<file path="config.mk">
export PLATFORM = sky130hd
export DESIGN_NAME = phase_ctrl
export DESIGN_NICKNAME = d
export VERILOG_FILES = /design/src/rtl/phase_ctrl.sv
export SDC_FILE = /design/constraint.sdc
export NUM_CORES = 1
export LEC_CHECK = 0
export BUFFER_PORTS_ARGS = -buffer_cell sky130_fd_sc_hd__clkbuf_2
export CORE_AREA = 2 2 39 41
export DETAILED_ROUTE_END_ITERATION = 16
export DIE_AREA = 0 0 41 43
export PLACE_DENSITY_LB_ADDON = 0.1
export SETUP_SLACK_MARGIN = 0.3
export SYNTH_ARGS = -nofsm -noshare
export SYNTH_HDL_FRONTEND = slang
export SYNTH_SLANG_ARGS = --single-unit
</file>
<file path="constraint.sdc">
create_clock -name clk -period 1.4 [get_ports clk]
set_input_delay 0.35 -clock clk [delete_from_list [all_inputs] [get_ports clk]]
set_output_delay 0.35 -clock clk [all_outputs]
set_load 0.005 [all_outputs]
</file>
<file path="src/rtl/phase_ctrl.sv">
module phase_ctrl (
  input  logic       clk,
  input  logic       init,
  input  logic       start,
  input  logic [4:0] op,
  input  logic       acc_lsb,
  input  logic       acc_msb,
  output logic [3:0] phase_oh,
  output logic       run,
  output logic       ld_ir,
  output logic       inc_pc,
  output logic       ld_pc,
  output logic       sel_addr,
  output logic       sel_logic,
  output logic [1:0] shift_sel,
  output logic       ld_acc,
  output logic       clr_acc,
  output logic       wr_mem
);
  logic [1:0] cnt;
  logic       run_q;
  logic [3:0] maj;
  logic [7:0] mnr;
  logic       f, a, x1, x2;

  assign phase_oh = 4'b0001 << cnt;
  assign run      = run_q;

  assign f  = run_q & phase_oh[0];
  assign a  = run_q & phase_oh[1];
  assign x1 = run_q & phase_oh[2];
  assign x2 = run_q & phase_oh[3];

  assign maj = 4'b0001 << op[4:3];
  assign mnr = maj[0] ? (8'b0000_0001 << op[2:0]) : 8'b0;

  logic d_jmp, d_add, d_mem, d_cla, d_cpl, d_shr, d_shl, d_sko, d_skn, d_stp;
  assign d_jmp = maj[1];
  assign d_add = maj[2];
  assign d_mem = maj[3];
  assign d_cla = mnr[1];
  assign d_cpl = mnr[2];
  assign d_shr = mnr[3];
  assign d_shl = mnr[4];
  assign d_sko = mnr[5];
  assign d_skn = mnr[6];
  assign d_stp = mnr[7];

  logic xa, unit;
  assign xa   = x1 | x2;
  assign unit = d_cpl | d_shr | d_shl;

  assign ld_ir     = f;
  assign inc_pc    = a | (x2 & ((d_sko & acc_lsb) | (d_skn & acc_msb)));
  assign ld_pc     = x1 & d_jmp;
  assign sel_addr  = xa & (d_add | d_mem);
  assign sel_logic = xa & unit;
  assign shift_sel = xa ? {d_shr | d_shl, d_cpl | d_shl} : 2'b00;
  assign ld_acc    = x2 & (d_add | unit);
  assign clr_acc   = x1 & d_cla;
  assign wr_mem    = x2 & d_mem;

  always_ff @(posedge clk) begin
    if (init) begin
      cnt   <= 2'd0;
      run_q <= 1'b1;
    end else if (run_q) begin
      cnt <= cnt + 2'd1;
      if (x2 & d_stp) run_q <= 1'b0;
    end else if (start) begin
      run_q <= 1'b1;
    end
  end
endmodule

</file>
==> impl_metrics.tcl, run 1 <==
set metrics [dict create \
    pwr-share-comb 0.433 \
    dr.pass1.iters 1 \
    hpwl_um 797 \
    outcome "complete, but fails checks" \
    yosys.area.top_type "dfxtp_1" \
    required_ns 1.05 \
    avgSynthCellArea_um2 8.28 \
    fin_worst_skew_ns 0.00288 \
    placed_cells 87 \
    r2r_slack_ns 0.18 \
    setup_violations 10 \
    num_io_pins 25 \
    crit_family "simple AND/OR/NAND/NOR gates" \
    via_count 472 \
    drive_gt1_frac 0.729 \
    crit_arrival_ns 1.30 \
    die_area_mm2 0.00176 \
    grtUsageTotal 0.144 \
    seqPwrFrac 0.236 \
    regArea_um2 68.8 \
    max_freq_mhz 606 \
    reg2reg_to "run" \
    synth_top_area_share 0.173 \
    ys_warn_count 0 \
    r2r_start "cnt[1]" \
    use_met2 0.247 \
    grt.busiest_layer "met2" \
    period_share 1.18 \
    hold_viol_final 0 \
    slowest_stage "or3b_4" \
    tritoncts "yes" \
    drv_cap 0 \
    clkLatencyLatePin_ns 0.23 \
    syn_area_um2 348 \
    final_area_um2 810 \
    layout_min_cycle_time_ns 1.65 \
    clockBufferDepth 2 \
    cts_made_buffers 3 \
    layout.cells.non_filler 101 \
    synth.distinct_cells 24 \
    placed_area_um2 584 \
    synth_top_flop_cell "dfxtp_1" \
    layout_setup_ws_ns -0.250 \
    gp_congestion 0.609 \
    via_per_inst 4.67 \
    finalWirelength_um 1170 \
    rsz0062_at_grt "yes" \
    path_clk_slew_ns 0.04 \
    antenna_found_initial 0 \
    synthArstFlopShare 0 \
    drc 0 \
    cts_max_level 1 \
    hold_start "init" \
    core.rowCount 14 \
    p_int_uw 314 \
    reg2reg_depth 7 \
    slew_headroom 0.861 \
    worstSetupPathType "reg -> out" \
    power_frac_clock 0.331 \
    worst_hold_path.endpoint "cnt[1]" \
    drv_slew 0 \
    total_power_uw 450 \
    postRouteAntennaNets 0 \
    min_path_type "in -> reg" \
    grt_start_max_net_pins 9 \
    start_kind "flip-flop" \
    portBuffers 24 \
    leakagePower_uw 0.000386 \
    antennaDiodeCount 0 \
    drt-initial-drc-count 0 \
    grt_pass1_wl_um 1770 \
    crit_chain "or3b_4 -> nor4b_4 -> buf_2" \
    hold_buffers 0 \
    cp_num_cells 3 \
    grt_util_met1 0.169 \
    area_delta_synth_final_pct 133 \
    grt_use_met3 0.0471 \
    synth-edff-count 0 \
    final_nets 100 \
    grt_pass1_vias 435 \
    start_util 0.251 \
    coreArea_mm2 0.00138 \
    swShare 0.303 \
    slowest_delay_ns 0.40 \
    switchingPower_uw 136 \
    p_per_area_mw_per_mm2 556 \
    failed_checks "setup timing" \
    synth_common_cells "ha_1 (4), inv_1 (4), dfxtp_1 (3), nand2b_1 (3), nor2_1 (3)" \
    tightest_slew_ns 0.208 \
    fill_cells 141 \
    seq_area_frac_synth 0.173 \
    die_y_um 43 \
    overflow 0 \
    cts_root_buffer "clkbuf_4" \
    ys_ff_latch 3 \
    ir_worst_vdd_v 0.000505 \
    holdPathStages 2 \
    cts_num_sinks 3 \
    multi_input_area_um2 362 \
    wl_per_cell_um 11.6 \
    synthCells 42 \
    synthesis.nets 56 \
    path_max_fanout 2 \
    path_buf_inv 1 \
    critPathCaptureType "output port" \
    die_w_um 41 \
    ys_top_cells_by_area "dfxtp_1 (17%), ha_1 (14%), and4_2 (5.8%)" \
]
==> through the flow <==
| stage | hold WS, ns | worst slack [ns] | TNS (ns) | util |
|---|---|---|---|---|
| floorplan | 0.413 | 0.0483 | 0 | - |
| global placement | 0.532 | -0.191 | -0.678 | 0.422 |
| detailed placement | 0.538 | -0.211 | -0.740 | 0.422 |
| CTS | 0.295 | -0.246 | -1.54 | 0.536 |
| global route | 0.302 | -0.338 | -2.26 | 0.585 |
| finish | 0.302 | -0.250 | -1.67 | 0.585 |
==> flip-flops by register name (all words and copies together), names as in the netlist <==
| name | flops |
|---|---|
| run | 1 |
| cnt | 2 |
==> layout make-up <==
class                           count  share of cell area
Clock buffer                        4              0.0325
Inverter                            4              0.0247
Multi-Input combinational cell     34               0.447
Sequential cell                     3              0.0850
Tap cell                           16              0.0247
Timing Repair Buffer               40               0.386
==> cell usage in the layout, fill, tap and decap left out, types with 2 or more instances in the layout <==
cell       n
clkbuf_2  14
buf_6     14
buf_4      6
buf_2      5
ha_4       4
nand2b_1   3
nor2_1     3
clkbuf_4   3
inv_4      2
xnor2_1    2
nand2_1    2
inv_1      2
and4_4     2
nand3b_1   2
dfxtp_4    2
==> repair_timing <==
item                       in CTS  in global routing
gates resized for setup        17                 15
buffers inserted                8                  2
pin swaps                       9                  6
hold endpoints to repair        0                  0
setup endpoints to repair      15                 16
==> worst max-delay path by stage <==
stage,start,endpoint
6_report,run,clr_acc
5_1_grt,run,shift_sel[0]
4_1_cts,run,shift_sel[0]
3_5_place_dp,op[3],shift_sel[0]
3_3_place_gp,op[3],clr_acc
2_1_floorplan,op[3],clr_acc
==> power groups by stage <==
stage               registers [µW]  logic [µW]  clock network (µW)
floorplan                      104        71.3                   0
global placement               106         135                   0
detailed placement             106         135                   0
CTS                            106         176                 157
global route                   108         212                 162
finish                         106         195                 149
==> kinds of logic after synthesis <==
kind of cell / after synthesis / share of synthesized area
simple gates: 19 / 0.388
compound gates: 8 / 0.151
buf+inv: 5 / 0.0647
fa+ha+maj: 4 / 0.144
flops: 3 / 0.173
xor+xnor: 2 / 0.0504
mux: 1 / 0.0288
==> metal layers <==
layer	up-vias	part of all wire
li1	239	-
met1	218	0.43
met3	0	0.057
met2	15	0.52
met4	0	0
met5	-	0
(Power assumes the default switching activity.)
==> run 2: changes to the inputs <==
==> constraint.sdc (replaced) <==
create_clock -name clk -period 1.5 [get_ports clk]
set_input_delay 0.375 -clock clk [delete_from_list [all_inputs] [get_ports clk]]
set_output_delay 0.375 -clock clk [all_outputs]
set_load 0.005 [all_outputs]
==> impl_metrics.tcl, run 2 (synthesis results as in run 1) <==
set metrics [dict create \
    outcome "complete, but fails checks" \
    failed_checks "setup timing" \
    drv_cap 0 \
    path_max_fanout 2 \
    p_int_uw 284 \
    drc 0 \
    crit_arrival_ns 1.30 \
    drive_gt1_frac 0.701 \
    worst_hold_path.endpoint "cnt[0]" \
    reg2reg_depth 3 \
    cp_num_cells 3 \
    cts_root_buffer "clkbuf_4" \
    antenna_found_initial 0 \
    finalWirelength_um 986 \
    largest_reg_flops 2 \
    wl_per_cell_um 10.6 \
    grt_pass1_wl_um 1450 \
    seqPwrFrac 0.243 \
    die_w_um 41 \
    critPathCaptureType "output port" \
    die_area_mm2 0.00176 \
    core.rowCount 14 \
    reg2reg_to "run" \
    switchingPower_uw 121 \
    crit_chain "or3b_4 -> nor4b_4 -> buf_2" \
    min_path_type "in -> reg" \
    clockBufferDepth 2 \
    path_clk_slew_ns 0.04 \
    r2r_start "run" \
    fin_worst_skew_ns 0.000846 \
    largest-register "cnt" \
    dr.pass1.iters 2 \
    final_area_um2 723 \
    pwr-share-comb 0.415 \
    power_frac_clock 0.342 \
    coreArea_mm2 0.00138 \
    ir_worst_vdd_v 0.000429 \
    required_ns 1.12 \
    rsz0062_at_grt "yes" \
    tritoncts "yes" \
    drv_slew 0 \
    crit_family "simple AND/OR/NAND/NOR gates" \
    portBuffers 24 \
    grt_pass1_vias 364 \
    fin_tns_setup_ns -0.781 \
    final_common_cell "clkbuf_2" \
    hold_viol_final 0 \
    slowest_delay_ns 0.40 \
    via_count 426 \
    start_kind "flip-flop" \
    leakagePower_uw 0.000338 \
    cts_max_level 1 \
    p_per_area_mw_per_mm2 561 \
    slowest_stage "or3b_4" \
    drt-initial-drc-count 3 \
    period_share 1.11 \
    tightest_slew_ns 0.215 \
    hold_start "init" \
    gp_congestion 0.646 \
    cts_num_sinks 3 \
    path_buf_inv 1 \
    layout_setup_ws_ns -0.172 \
    cts_made_buffers 3 \
    max_freq_mhz 598 \
    num_io_pins 25 \
    overflow 0 \
    grtUsageTotal 0.119 \
    placed_area_um2 578 \
    postRouteAntennaNets 0 \
    antennaDiodeCount 0 \
    swShare 0.300 \
    hpwl_um 758 \
    r2r_slack_ns 0.45 \
    dpl_worst_slack_ns -0.150 \
    layout_min_cycle_time_ns 1.67 \
    fill_cells 142 \
    grt_start_max_net_pins 11 \
    via_per_inst 4.58 \
    area_delta_synth_final_pct 108 \
    die_y_um 43 \
    worstSetupPathType "reg -> out" \
    start_util 0.251 \
    clkLatencyLatePin_ns 0.23 \
    final_nets 92 \
    mostFrequentLayoutCells "clkbuf_2 (14), buf_6 (9), buf_4 (5), ha_4 (4), buf_2 (4)" \
    holdPathStages 2 \
    setup_violations 9 \
    slew_headroom 0.856 \
    whs_ns 0.314 \
]
[run 2: cell count changes in the layout (fill, tap and decap cells not counted), sizes merged]
cell  delta
buf      -8
[run 2: worst max-delay path by stage]
stage,from,end,slack (ns)
CTS,run,clr_acc,-0.18
global route,run,inc_pc,-0.25
finish,run,clr_acc,-0.17
global placement,op[3],clr_acc,-0.15
detailed placement,op[3],clr_acc,-0.15
floorplan,op[3],clr_acc,0.1
[run 2: metrics by stage]
stage / utilization / std cells / power (µW)
floorplan: - / 42 / 163
global placement: 0.418 / 86 / 222
detailed placement: 0.418 / 86 / 222
CTS: 0.480 / 92 / 391
global route: 0.523 / 93 / 436
finish: 0.523 / 93 / 405
[run 2: power groups by stage]
stage	clock network, µW	registers, µW	logic [µW]
after floorplan	0	96.2	67.3
after global placement	0	97.9	124
after detailed placement	0	98.0	124
after CTS	148	98.6	145
after global routing	150	100	185
final	138	98.7	168
[run 2: cell type report]
class | instances | area (µm²) | share of cell area
multi-input cells | 34 | 359 | 0.497
repair buffers | 32 | 229 | 0.317
flip-flops and latches | 3 | 68.8 | 0.0952
clock buffers | 4 | 26.3 | 0.0363
inverters | 4 | 20.0 | 0.0277
well taps | 16 | 20.0 | 0.0277
[run 2: timing repair]
item                                    CTS  global route
hold buffers                              0             0
endpoints found under the setup margin   15            15
buffers inserted                          2             1
pin swaps                                 7             2
cloned                                    0             0
gates resized for setup                  13            14
[run 2: routing by layer]
| layer | wire (µm) | part of all wire | GRT usage |
|---|---|---|---|
| met1 | 412 | 0.42 | 0.140 |
| met2 | 527 | 0.53 | 0.197 |
| met3 | 46 | 0.047 | 0.0157 |
| met4 | 0 | 0 | 0.0600 |
| met5 | 0 | 0 | 0 |
==> run 3: changes to the inputs <==
--- a/config.mk
+++ b/config.mk
@@ -11,6 +11,7 @@
 export DIE_AREA = 0 0 41 43
 export PLACE_DENSITY_LB_ADDON = 0.1
 export SETUP_SLACK_MARGIN = 0.3
+export SKIP_LAST_GASP = 1
 export SYNTH_ARGS = -nofsm -noshare
 export SYNTH_HDL_FRONTEND = slang
 export SYNTH_SLANG_ARGS = --single-unit
==> impl_metrics.tcl, run 3 (synthesis results as in run 1) <==
set metrics [dict create \
    min_path_type "in -> reg" \
    clockBufferDepth 2 \
    die_area_mm2 0.00176 \
    fin_worst_skew_ns 0.000438 \
    ir_worst_vdd_v 0.000428 \
    postRouteAntennaNets 0 \
    p_per_area_mw_per_mm2 561 \
    failed_checks "setup timing" \
    drt-initial-drc-count 4 \
    hold_viol_final 0 \
    whs_ns 0.314 \
    mostFrequentLayoutCells "clkbuf_2 (17), buf_4 (6), buf_6 (5), ha_4 (4), buf_2 (4)" \
    antenna_found_initial 0 \
    largest_reg_flops 2 \
    layout_min_cycle_time_ns 1.67 \
    worstSetupPathType "reg -> out" \
    die_y_um 43 \
    cts_max_level 1 \
    crit_chain "or3b_4 -> nor4b_4 -> buf_2" \
    post-route-util 0.506 \
    path_max_fanout 2 \
    placed_cells 86 \
    grtUsageTotal 0.119 \
    overflow 0 \
    drv_cap 0 \
    finalWirelength_um 973 \
    grt_start_max_net_pins 11 \
    num_io_pins 25 \
    wl_per_cell_um 10.5 \
    slew_headroom 0.855 \
    outcome "complete, but fails checks" \
    via_per_inst 4.58 \
    largest-register "cnt" \
    final_area_um2 701 \
    total_power_uw 393 \
    leakagePower_uw 0.000332 \
    slowest_stage "or3b_4" \
    drc 0 \
    grt_pass1_vias 364 \
    die_w_um 41 \
    cts_num_sinks 3 \
    area_delta_synth_final_pct 101 \
    slowest_delay_ns 0.40 \
    tightest_slew_ns 0.217 \
    tritoncts "yes" \
    placed_area_um2 578 \
    portBuffers 24 \
    cts_made_buffers 3 \
    drv_slew 0 \
    coreArea_mm2 0.00138 \
    rsz0062_at_grt "yes" \
    cts_root_buffer "clkbuf_4" \
    hpwl_um 758 \
    crit_arrival_ns 1.30 \
    drive_gt1_frac 0.701 \
    grt_pass1_wl_um 1450 \
    start_kind "flip-flop" \
    path_clk_slew_ns 0.04 \
    layout_setup_ws_ns -0.172 \
    setup_violations 9 \
    antennaDiodeCount 0 \
    period_share 1.11 \
    layout.cells.non_filler 93 \
    hold_buffers 0 \
    final_nets 92 \
    start_util 0.251 \
    via_count 426 \
    max_freq_mhz 598 \
    critPathCaptureType "output port" \
    dr.pass1.iters 2 \
    gp_congestion 0.646 \
    required_ns 1.12 \
    clkLatencyLatePin_ns 0.23 \
    core.rowCount 14 \
    final_common_cell "clkbuf_2" \
]
## run 3: worst max-delay path: cells and delay by family (launching register included)
family	cells	cell delay [ns]
and+or+nand+nor	2	0.60
DFF	1	0.32
buffers and inverters	1	0.15
## run 3: worst paths after layout
kind              startpoint      end  slack (ns)  cells after the start
setup reg to reg         run      run        0.45                      3
hold / removal          init   cnt[0]        0.31                      2
hold reg to reg       cnt[1]   cnt[1]        0.57                      2
setup / recovery         run  clr_acc       -0.17                      3
## run 3: report_power, final
part | internal [µW] | leakage, µW | switching [µW]
logic | 88.4 | 0.000292 | 68.0
clock network | 99.5 | 0.0000150 | 38.8
registers | 86.2 | 0.0000254 | 12.5
total | 274 | 0.000332 | 119
## run 3: area by class of cell
cell class,count,area (µm²)
Clock buffer,4,26.3
Fill cell,149,683
Inverter,4,20.0
Multi-Input combinational cell,34,359
Sequential cell,3,68.8
Tap cell,16,20.0
Timing Repair Buffer,32,206
## run 3: metal layers
metal | vias up | global-route usage | share of wire
met2 | 12 | 0.197 | 0.54
met3 | 0 | 0.0157 | 0.047
met4 | 0 | 0.0600 | 0
li1 | 223 | - | -
met5 | - | 0 | 0
met1 | 191 | 0.140 | 0.42
## run 3: what timing repair did
action,CTS,global route
buffers inserted,2,1
setup endpoints to repair,15,15
cloned,0,0
resized for setup,13,10
pin swaps,7,2
## run 3: per-stage QoR
| stage | TNS (ns) | setup WS, ns |
|---|---|---|
| finish | -0.808 | -0.172 |
| global route | -1.44 | -0.254 |
| CTS | -0.758 | -0.183 |
| detailed placement | -0.453 | -0.150 |
| global placement | -0.401 | -0.149 |
| floorplan | 0 | 0.0983 |
